**config.mk**
```make
export PLATFORM = sky130hd
export DESIGN_NAME = livelock_sequencer
export DESIGN_NICKNAME = d
export VERILOG_FILES = /design/src/rtl/livelock_sequencer.sv
export SDC_FILE = /design/constraint.sdc
export NUM_CORES = 1
export LEC_CHECK = 0
export ABC_AREA = 0
export BUFFER_PORTS_ARGS = -buffer_cell sky130_fd_sc_hd__buf_2
export CAP_MARGIN = 20
export CORE_UTILIZATION = 39
export DETAILED_ROUTE_END_ITERATION = 10
export PLACE_DENSITY = 0.71
export SLEW_MARGIN = 20
export SYNTH_ARGS = -nofsm -noshare
export SYNTH_HDL_FRONTEND = slang
export SYNTH_SLANG_ARGS = --single-unit
```
**constraint.sdc**
```tcl
create_clock -name clk -period 2.3 [get_ports clk]
set_input_delay 0.46 -clock clk [delete_from_list [all_inputs] [get_ports clk]]
set_output_delay 0.46 -clock clk [all_outputs]
set_load 0.02 [all_outputs]
```
**src/rtl/livelock_sequencer.sv**
```systemverilog
module livelock_sequencer #(
  parameter int DATA_W = 32,
  parameter int DELAY_W = 4,
  parameter int LFSR_W = 16,
  parameter logic [LFSR_W-1:0] LFSR_TAPS = 16'hB400,
  parameter logic [LFSR_W-1:0] LFSR_SEED = 16'hACE1
) (
  input  logic              clk,
  input  logic              rst_n,
  input  logic              alert_in,
  input  logic              relax_req,
  output logic              reg_req,
  output logic              reg_we,
  output logic [DATA_W-1:0] reg_wmask,
  output logic [DATA_W-1:0] reg_wdata,
  input  logic [DATA_W-1:0] reg_rdata,
  input  logic              reg_ack,
  output logic              halt_out,
  output logic              os_notify,
  output logic              other_alert
);

  localparam int BIT_FLAG = 0;
  localparam int BIT_LL   = 7;
  localparam int BIT_RSMP = 4;
  localparam int BIT_QDMA = 16;
  localparam int BIT_QCPU = 17;
  localparam int BIT_THR  = 18;
  localparam int BIT_MODE = 19;
  localparam logic [DATA_W-1:0] ONE    = DATA_W'(1);
  localparam logic [DATA_W-1:0] M_THR  = ONE << BIT_THR;
  localparam logic [DATA_W-1:0] M_QUI  = (ONE << BIT_QDMA) | (ONE << BIT_QCPU) | (ONE << BIT_MODE);
  localparam logic [DATA_W-1:0] M_RSMP = ONE << BIT_RSMP;

  typedef enum logic [3:0] {
    S_IDLE, S_RD_STAT, S_THR_ON, S_QUI_ON, S_THR_OFF,
    S_RESAMP, S_RD_CHK, S_RELEASE, S_GAP, S_HALT
  } st_t;

  st_t st, after_gap;
  logic [DELAY_W-1:0] gap_cnt;
  logic [LFSR_W-1:0]  lfsr;
  logic               alert_q, relax_mode;

  assign reg_req  = st inside {S_RD_STAT, S_THR_ON, S_QUI_ON, S_THR_OFF, S_RESAMP, S_RD_CHK, S_RELEASE};
  assign halt_out = (st == S_HALT);

  always_ff @(posedge clk) begin
    if (!rst_n) lfsr <= LFSR_SEED;
    else        lfsr <= {1'b0, lfsr[LFSR_W-1:1]} ^ (lfsr[0] ? LFSR_TAPS : '0);
  end

  always_comb begin
    reg_we    = 1'b1;
    reg_wmask = '0;
    reg_wdata = '0;
    case (st)
      S_THR_ON:  begin reg_wmask = M_THR;  reg_wdata = M_THR;  end
      S_QUI_ON:  begin reg_wmask = M_QUI;  reg_wdata = M_QUI;  end
      S_THR_OFF: begin reg_wmask = M_THR;  reg_wdata = '0;     end
      S_RESAMP:  begin reg_wmask = M_RSMP; reg_wdata = M_RSMP; end
      S_RELEASE: begin reg_wmask = M_QUI;  reg_wdata = '0;     end
      default:   reg_we = 1'b0;
    endcase
  end

  always_ff @(posedge clk) begin
    if (!rst_n) begin
      st          <= S_IDLE;
      after_gap   <= S_IDLE;
      gap_cnt     <= '0;
      relax_mode  <= 1'b0;
      alert_q     <= 1'b0;
      os_notify   <= 1'b0;
      other_alert <= 1'b0;
    end else begin
      alert_q     <= alert_in;
      os_notify   <= 1'b0;
      other_alert <= 1'b0;
      case (st)
        S_IDLE: begin
          if (alert_in && !alert_q) begin
            st <= S_RD_STAT;
            relax_mode <= 1'b0;
          end else if (relax_req) begin
            st <= S_THR_ON;
            relax_mode <= 1'b1;
          end
        end
        S_GAP: begin
          if (gap_cnt == '0) st <= after_gap;
          else               gap_cnt <= gap_cnt - 1'b1;
        end
        S_HALT: ;
        default: begin
          if (reg_ack) begin
            gap_cnt <= lfsr[DELAY_W-1:0];
            st      <= S_GAP;
            case (st)
              S_RD_STAT: begin
                if (reg_rdata[BIT_FLAG] && reg_rdata[BIT_LL]) after_gap <= S_THR_ON;
                else begin
                  st <= S_IDLE;
                  other_alert <= 1'b1;
                end
              end
              S_THR_ON:  after_gap <= S_QUI_ON;
              S_QUI_ON:  after_gap <= S_THR_OFF;
              S_THR_OFF: after_gap <= S_RESAMP;
              S_RESAMP:  after_gap <= S_RD_CHK;
              S_RD_CHK: begin
                if (reg_rdata[BIT_LL] && !relax_mode) st <= S_HALT;
                else after_gap <= S_RELEASE;
              end
              S_RELEASE: begin
                st <= S_IDLE;
                os_notify <= !relax_mode;
              end
              default: st <= S_IDLE;
            endcase
          end
        end
      endcase
    end
  end

  AST_REQ_HELD: assert property (@(posedge clk) disable iff (!rst_n)
    reg_req && !reg_ack |=> reg_req && $stable(reg_we) && $stable(reg_wmask) && $stable(reg_wdata));
  AST_GAP_AFTER_ACK: assert property (@(posedge clk) disable iff (!rst_n)
    reg_req && reg_ack |=> !reg_req);
  AST_HALT_STICKY: assert property (@(posedge clk) disable iff (!rst_n)
    halt_out |=> halt_out);
  AST_HALT_QUIET: assert property (@(posedge clk) disable iff (!rst_n)
    halt_out |-> !reg_req);
  AST_NOTIFY_PULSE: assert property (@(posedge clk) disable iff (!rst_n)
    os_notify |=> !os_notify);
  AST_NOTIFY_AFTER_ACK: assert property (@(posedge clk) disable iff (!rst_n)
    $rose(os_notify) |-> $past(reg_ack) && $past(reg_we));
  AST_OTHER_PULSE: assert property (@(posedge clk) disable iff (!rst_n)
    other_alert |=> !other_alert);

endmodule

```
**Yosys cells after proc, flatten, opt, wreduce, memory -nomap -nowiden**

Cells that the tools add are included.

- Bits in registers: 32
- Bits of input ports: 37
- Output and inout port bits: 69
- Logic and storage cells: 76

- $add $sub $neg: 1
- Eq/ne operators: 14
- Muxes and demuxes: 21
- Bitwise logic cells: 8
- Reduce and logical (&&, ||, !) cells: 24

Operators with widths:

| kind | number |
|---|---|
| 20-bit case mux with 3 select lines | 2 |
| 4-bit two-way mux | 9 |
| 4-bit case mux with 3 select lines | 2 |
| 4-bit case mux with 6 select lines | 1 |
| 4-bit by 3-bit == test with 1-bit output, second input constant | 4 |
| 16-bit two-way mux | 1 |
| 15-bit by 16-bit bitwise XOR with 16-bit output | 1 |
| 6-bit OR reduction | 2 |
| 4-bit by 2-bit == test with 1-bit output, second input constant | 2 |
| 4-bit == test, second input constant | 2 |
| 4-bit logical NOT | 2 |
| 4-bit case mux with 2 select lines | 1 |
| 1-bit inverter | 7 |
| 7-bit nonzero test | 1 |
| 2-bit inequality test, second input constant | 3 |
| 6-bit nonzero test | 1 |
| 2-bit OR reduction | 3 |
| 1-bit two-way mux | 5 |
| 5-bit AND reduction | 1 |
| 5-bit OR reduction | 1 |
| 4-bit by 1-bit == test with 1-bit output, second input constant | 1 |
| 4-bit AND reduction | 1 |
| 2-bit nonzero test | 2 |
| 4-bit OR reduction | 1 |
| other kinds (9) | 12 |

**Depth between registers and ports, before layout**

- Depth in word-level cells: 6
- Gate-level depth with buffers: 6

**Worst setup path after synthesis**

Ideal clock, no wire load.

- Kind: reg-to-output
- Start point: register st[3]
- End point: output port reg_wdata[17]
- Arrival time: 1.469 ns
- Data required time: 1.840 ns
- Setup slack: 0.371 ns
- Cell stages (with the launch flop): 5
- Cell sequence: dfxtp_1 buf_6 clkbuf_1 nor3_1 buf_4

- Longest elaborated chain between the ends: 2
- Elaborated cells between the ends (all ways): 4
- Those cells by class: 3 x eq/ne; 1 x mux

RTL lines:

| element | RTL line | RTL |
|---|---|---|
| start, declared | 40 | `st_t st, after_gap;` |
| start signal, assigned | 91 | `if (gap_cnt == '0) st <= after_gap;` |
| 4-bit by 3-bit == test with 1-bit output / 4-bit by 2-bit == test with 1-bit output (equally long branches) | 57 | `case (st)` |
| 20-bit case mux with 3 select lines * | 57 |  |
| end, declared | 15 | `output logic [DATA_W-1:0] reg_wdata,` |

Every way passes the cells marked *; elsewhere a longest branch is shown, timed or not.

**Final worst setup path**

- Start point: register st[2]
- End point: output port halt_out

- Longest elaborated chain between the ends: 1

RTL lines:

| element | RTL line | RTL |
|---|---|---|
| 4-bit == test | 46 | `assign halt_out = (st == S_HALT);` |
| end, declared | 18 | `output logic halt_out,` |

Every way passes these cells.

==> run_results.csv <==
group,metric,value,unit
clock_tree,cts_root_buffer,"clkbuf_8",
routing,num_vias,1330,
die,dieHeight,71.7,microns
timing,fmax,479,MHz
critical_path,path_max_fanout,13,
synth,synth_edf_count,0,
routing,viasPerCell,4.59,
critical_path,crit_path_start_kind,"flip-flop",
run_status,outcome,"finished clean",
die,die-area,5150,sq um
die,die_w,71.7,microns
die,rows,25,
die,start_util,40.4,%
synth,synth-simple-area-share,20.8,%
critical_path,cp.arrival,1630,ps
job,drv_cap,0,
timing,setup_viol,0,
routing,avgRoutedWirePerCell,10.5,microns
timing,final.setup_skew,6.84,ps
finish,multi_input_area,937,sq um
synth,ys_warn_count,0,
synth,synth-adder-area-share,0.660,%
critical_path,cp-end-kind,"output pin",
pwr,max-vdd-ir-drop,0.402,mV
grt,antenna_found_initial,0,
finish,fin_nets,273,
routing,drtAntennaViolNets,0,
grt,gr-usage-all-layers,12.4,%
finish,diodes,0,
grt,grt_start_max_net_pins,28,
timing,hold_viol,0,
timing,rsz0062_at_grt,"false",
place,placed_cell_area,1800,sq um
die,core_area,4690,sq um
die,io_pins,106,
place,place.gp.congestion,0.761,
synth,synth-compound-area-share,12.8,%
synth,ys.flop_type,"dfxtp_1",
critical_path,cp_cell_sequence,"nor2_1 -> and3_1 -> buf_2",
finish,post-route-util,40.5,%
pwr,p_sw,0.000575,W
synth,ys_types,45,
critical_path,cp_top_family,"simple AND/OR/NAND/NOR gates",
worst_hold_path,hold_path_class,"in2reg",
timing,fin_crit_sh,90.8,%
critical_path,crit_required,1840,ps
routing,routed_wl,3040,microns
clock_tree,cts.reportedPaths.clkPinSlew,60,ps
synth,synth_area,1900,sq um
synth,synth_xor_area_share,1.85,%
clock_tree,ctsLongestPathBuffers,2,
finish,n_fill_cell,489,
pwr,p_leak,0.851,nW
grt,grt_pass1_vias,1100,
pwr,power-per-cell-area,853,nW/um^2
pwr,p_comb_share,30.9,%
timing,setup_ws,212,ps
synth,ys_async_sr_fraction,0,%
synth,synthMuxAreaShare,2.64,%
pwr,pwr-share-clk,29.1,%
clock_tree,cts_hold_buf,0,
grt,grt_pass1_wl,4930,microns
critical_path,slowest_stage,"nor2_1",
clock_tree,insertion_delay,280,ps
timing,slew_violations,0,
finish,area_growth,0.264,%
clock_tree,cts_sinks,31,
timing,hold_slack,398,ps
finish,regArea,621,sq um
routing,drc,0,
place,dpl.hpwl,2230,microns
pwr,swShare,35.4,%
synth,ys_seq_area_share,32.7,%
critical_path,worstSetupPathType,"reg2out",
clock_tree,cts-buffers-inserted,5,
pwr,internal_power,0.00105,W
critical_path,critPathBufInv,1,
routing,drtPass1Iterations,4,
timing,period_minus_slack,2090,ps
place,io_buffers,21,
clock_tree,htreeDepth,2,
finish,finish.instance_area,1900,sq um
pwr,p_seq_share,40.0,%
synth,syn_inst,218,
clock_tree,tritoncts,"done",
finish,drive_above_1_share,17.8,%
synth,synth_top_family_by_area,"buffers and inverters",
timing,worst_slew_pin_slew,572,ps
critical_path,max_stage_delay,510,ps
timing,relSlewSlack,61.8,%
clock_tree,post_cts.repair.setup_buffers,0,
synth,synth.avg_cell_area,8.70,sq um
place,post-place-ws,469,ps
clock_tree,ctsResizeCount,0,
timing,setup-tns-final,0,ps
grt,grt-ovfl-total,0,
routing,drt_iter0_drc,113,
synth,ys_ff_latch,31,
## synthesized netlist by cell type (4+ instances only)
master	n	area [sq um]
dfxtp_1	31	621
buf_4	60	450
a21oi_1	6	30.0
inv_1	8	30.0
clkbuf_1	5	18.8
nor2_1	11	41.3
mux2i_1	5	50.1
nand2_1	16	60.1
nand2b_1	11	68.8
and2_1	8	50.1
nand3_1	4	20.0
nor3_1	5	25.0
xnor2_1	4	35.0
## worst register-to-register path, delay by kind of cell, from the launching register on
kind / cells / cell delay (ps)
flip-flops: 1 / 650
AND/OR/NAND/NOR: 2 / 610
AO/OA/AOI/OAI: 1 / 320
multiplexers: 1 / 230
## power by group through the flow
stage / sequential [W] / clock [W] / combinational [W]
final: 0.000650 / 0.000472 / 0.000501
after global routing: 0.000658 / 0.000506 / 0.000549
after CTS: 0.000648 / 0.000489 / 0.000500
after detailed placement: 0.000661 / 0 / 0.000499
after global placement: 0.000658 / 0 / 0.000494
after floorplan: 0.000618 / 0 / 0.000513
## per-stage QoR
stage,total power [W],cells
global route,0.00171,290
finish,0.00162,290
detailed placement,0.00116,282
CTS,0.00164,290
global placement,0.00115,282
floorplan,0.00113,271
## per-layer routing
layer  vias up  GRT usage, %  routed length, microns
met1       620          15.5                    1390
met5         -             0                       0
met2        53          19.7                    1440
li1        650             -                       -
met4         0          6.75                      59
met3         7          2.95                     158
## placed cells by master, fill, tap and decap left out, types with 2 or more instances in the layout
cell type	netlist	routed
conb_1	1	54
dfxtp_1	31	31
buf_2	1	21
nand2_1	16	16
nand2b_1	11	11
nor2_1	11	11
inv_1	8	8
and2_1	8	8
clkbuf_8	0	7
a21oi_1	6	6
nor3_1	5	5
mux2i_1	5	5
buf_4	60	5
nand3_1	4	4
xnor2_1	4	4
a211oi_1	3	3
o21ai_0	3	3
a31oi_1	3	3
and3_1	2	2
nor4_1	2	2
o31ai_1	2	2
o211ai_1	2	2
## sequential cells by signal (all words and copies together), names as in the netlist
signal / flops
after_gap: 3
alert_q: 1
gap_cnt: 4
lfsr: 16
os_notify: 1
other_alert: 1
relax_mode: 1
st: 4
## cells by family after synthesis
group           count (synthesis)
fa+ha+maj                       1
other cells                     1
compound gates                 30
buf+inv                        77
simple gates                   69
xor+xnor                        4
flops                          31
mux                             5
## final timing paths
| check | from | to | slack [ps] | cells after the start |
|---|---|---|---|---|
| max | st[2] | halt_out | 210 | 3 |
| min | reg_rdata[0] | other_alert | 400 | 2 |
| max reg2reg | st[2] | after_gap[1] | 420 | 4 |
| min reg2reg | lfsr[6] | lfsr[5] | 410 | 1 |
## area by class of cell
cell class,instances,share of cell area [%]
clock buffer,7,5.07
clock inverter,1,0.395
inverter,8,1.58
multi-input combinational,163,49.3
sequential,31,32.6
tap,54,3.55
timing repair buffer,26,7.50
Power figures use the tool's default switching activity.
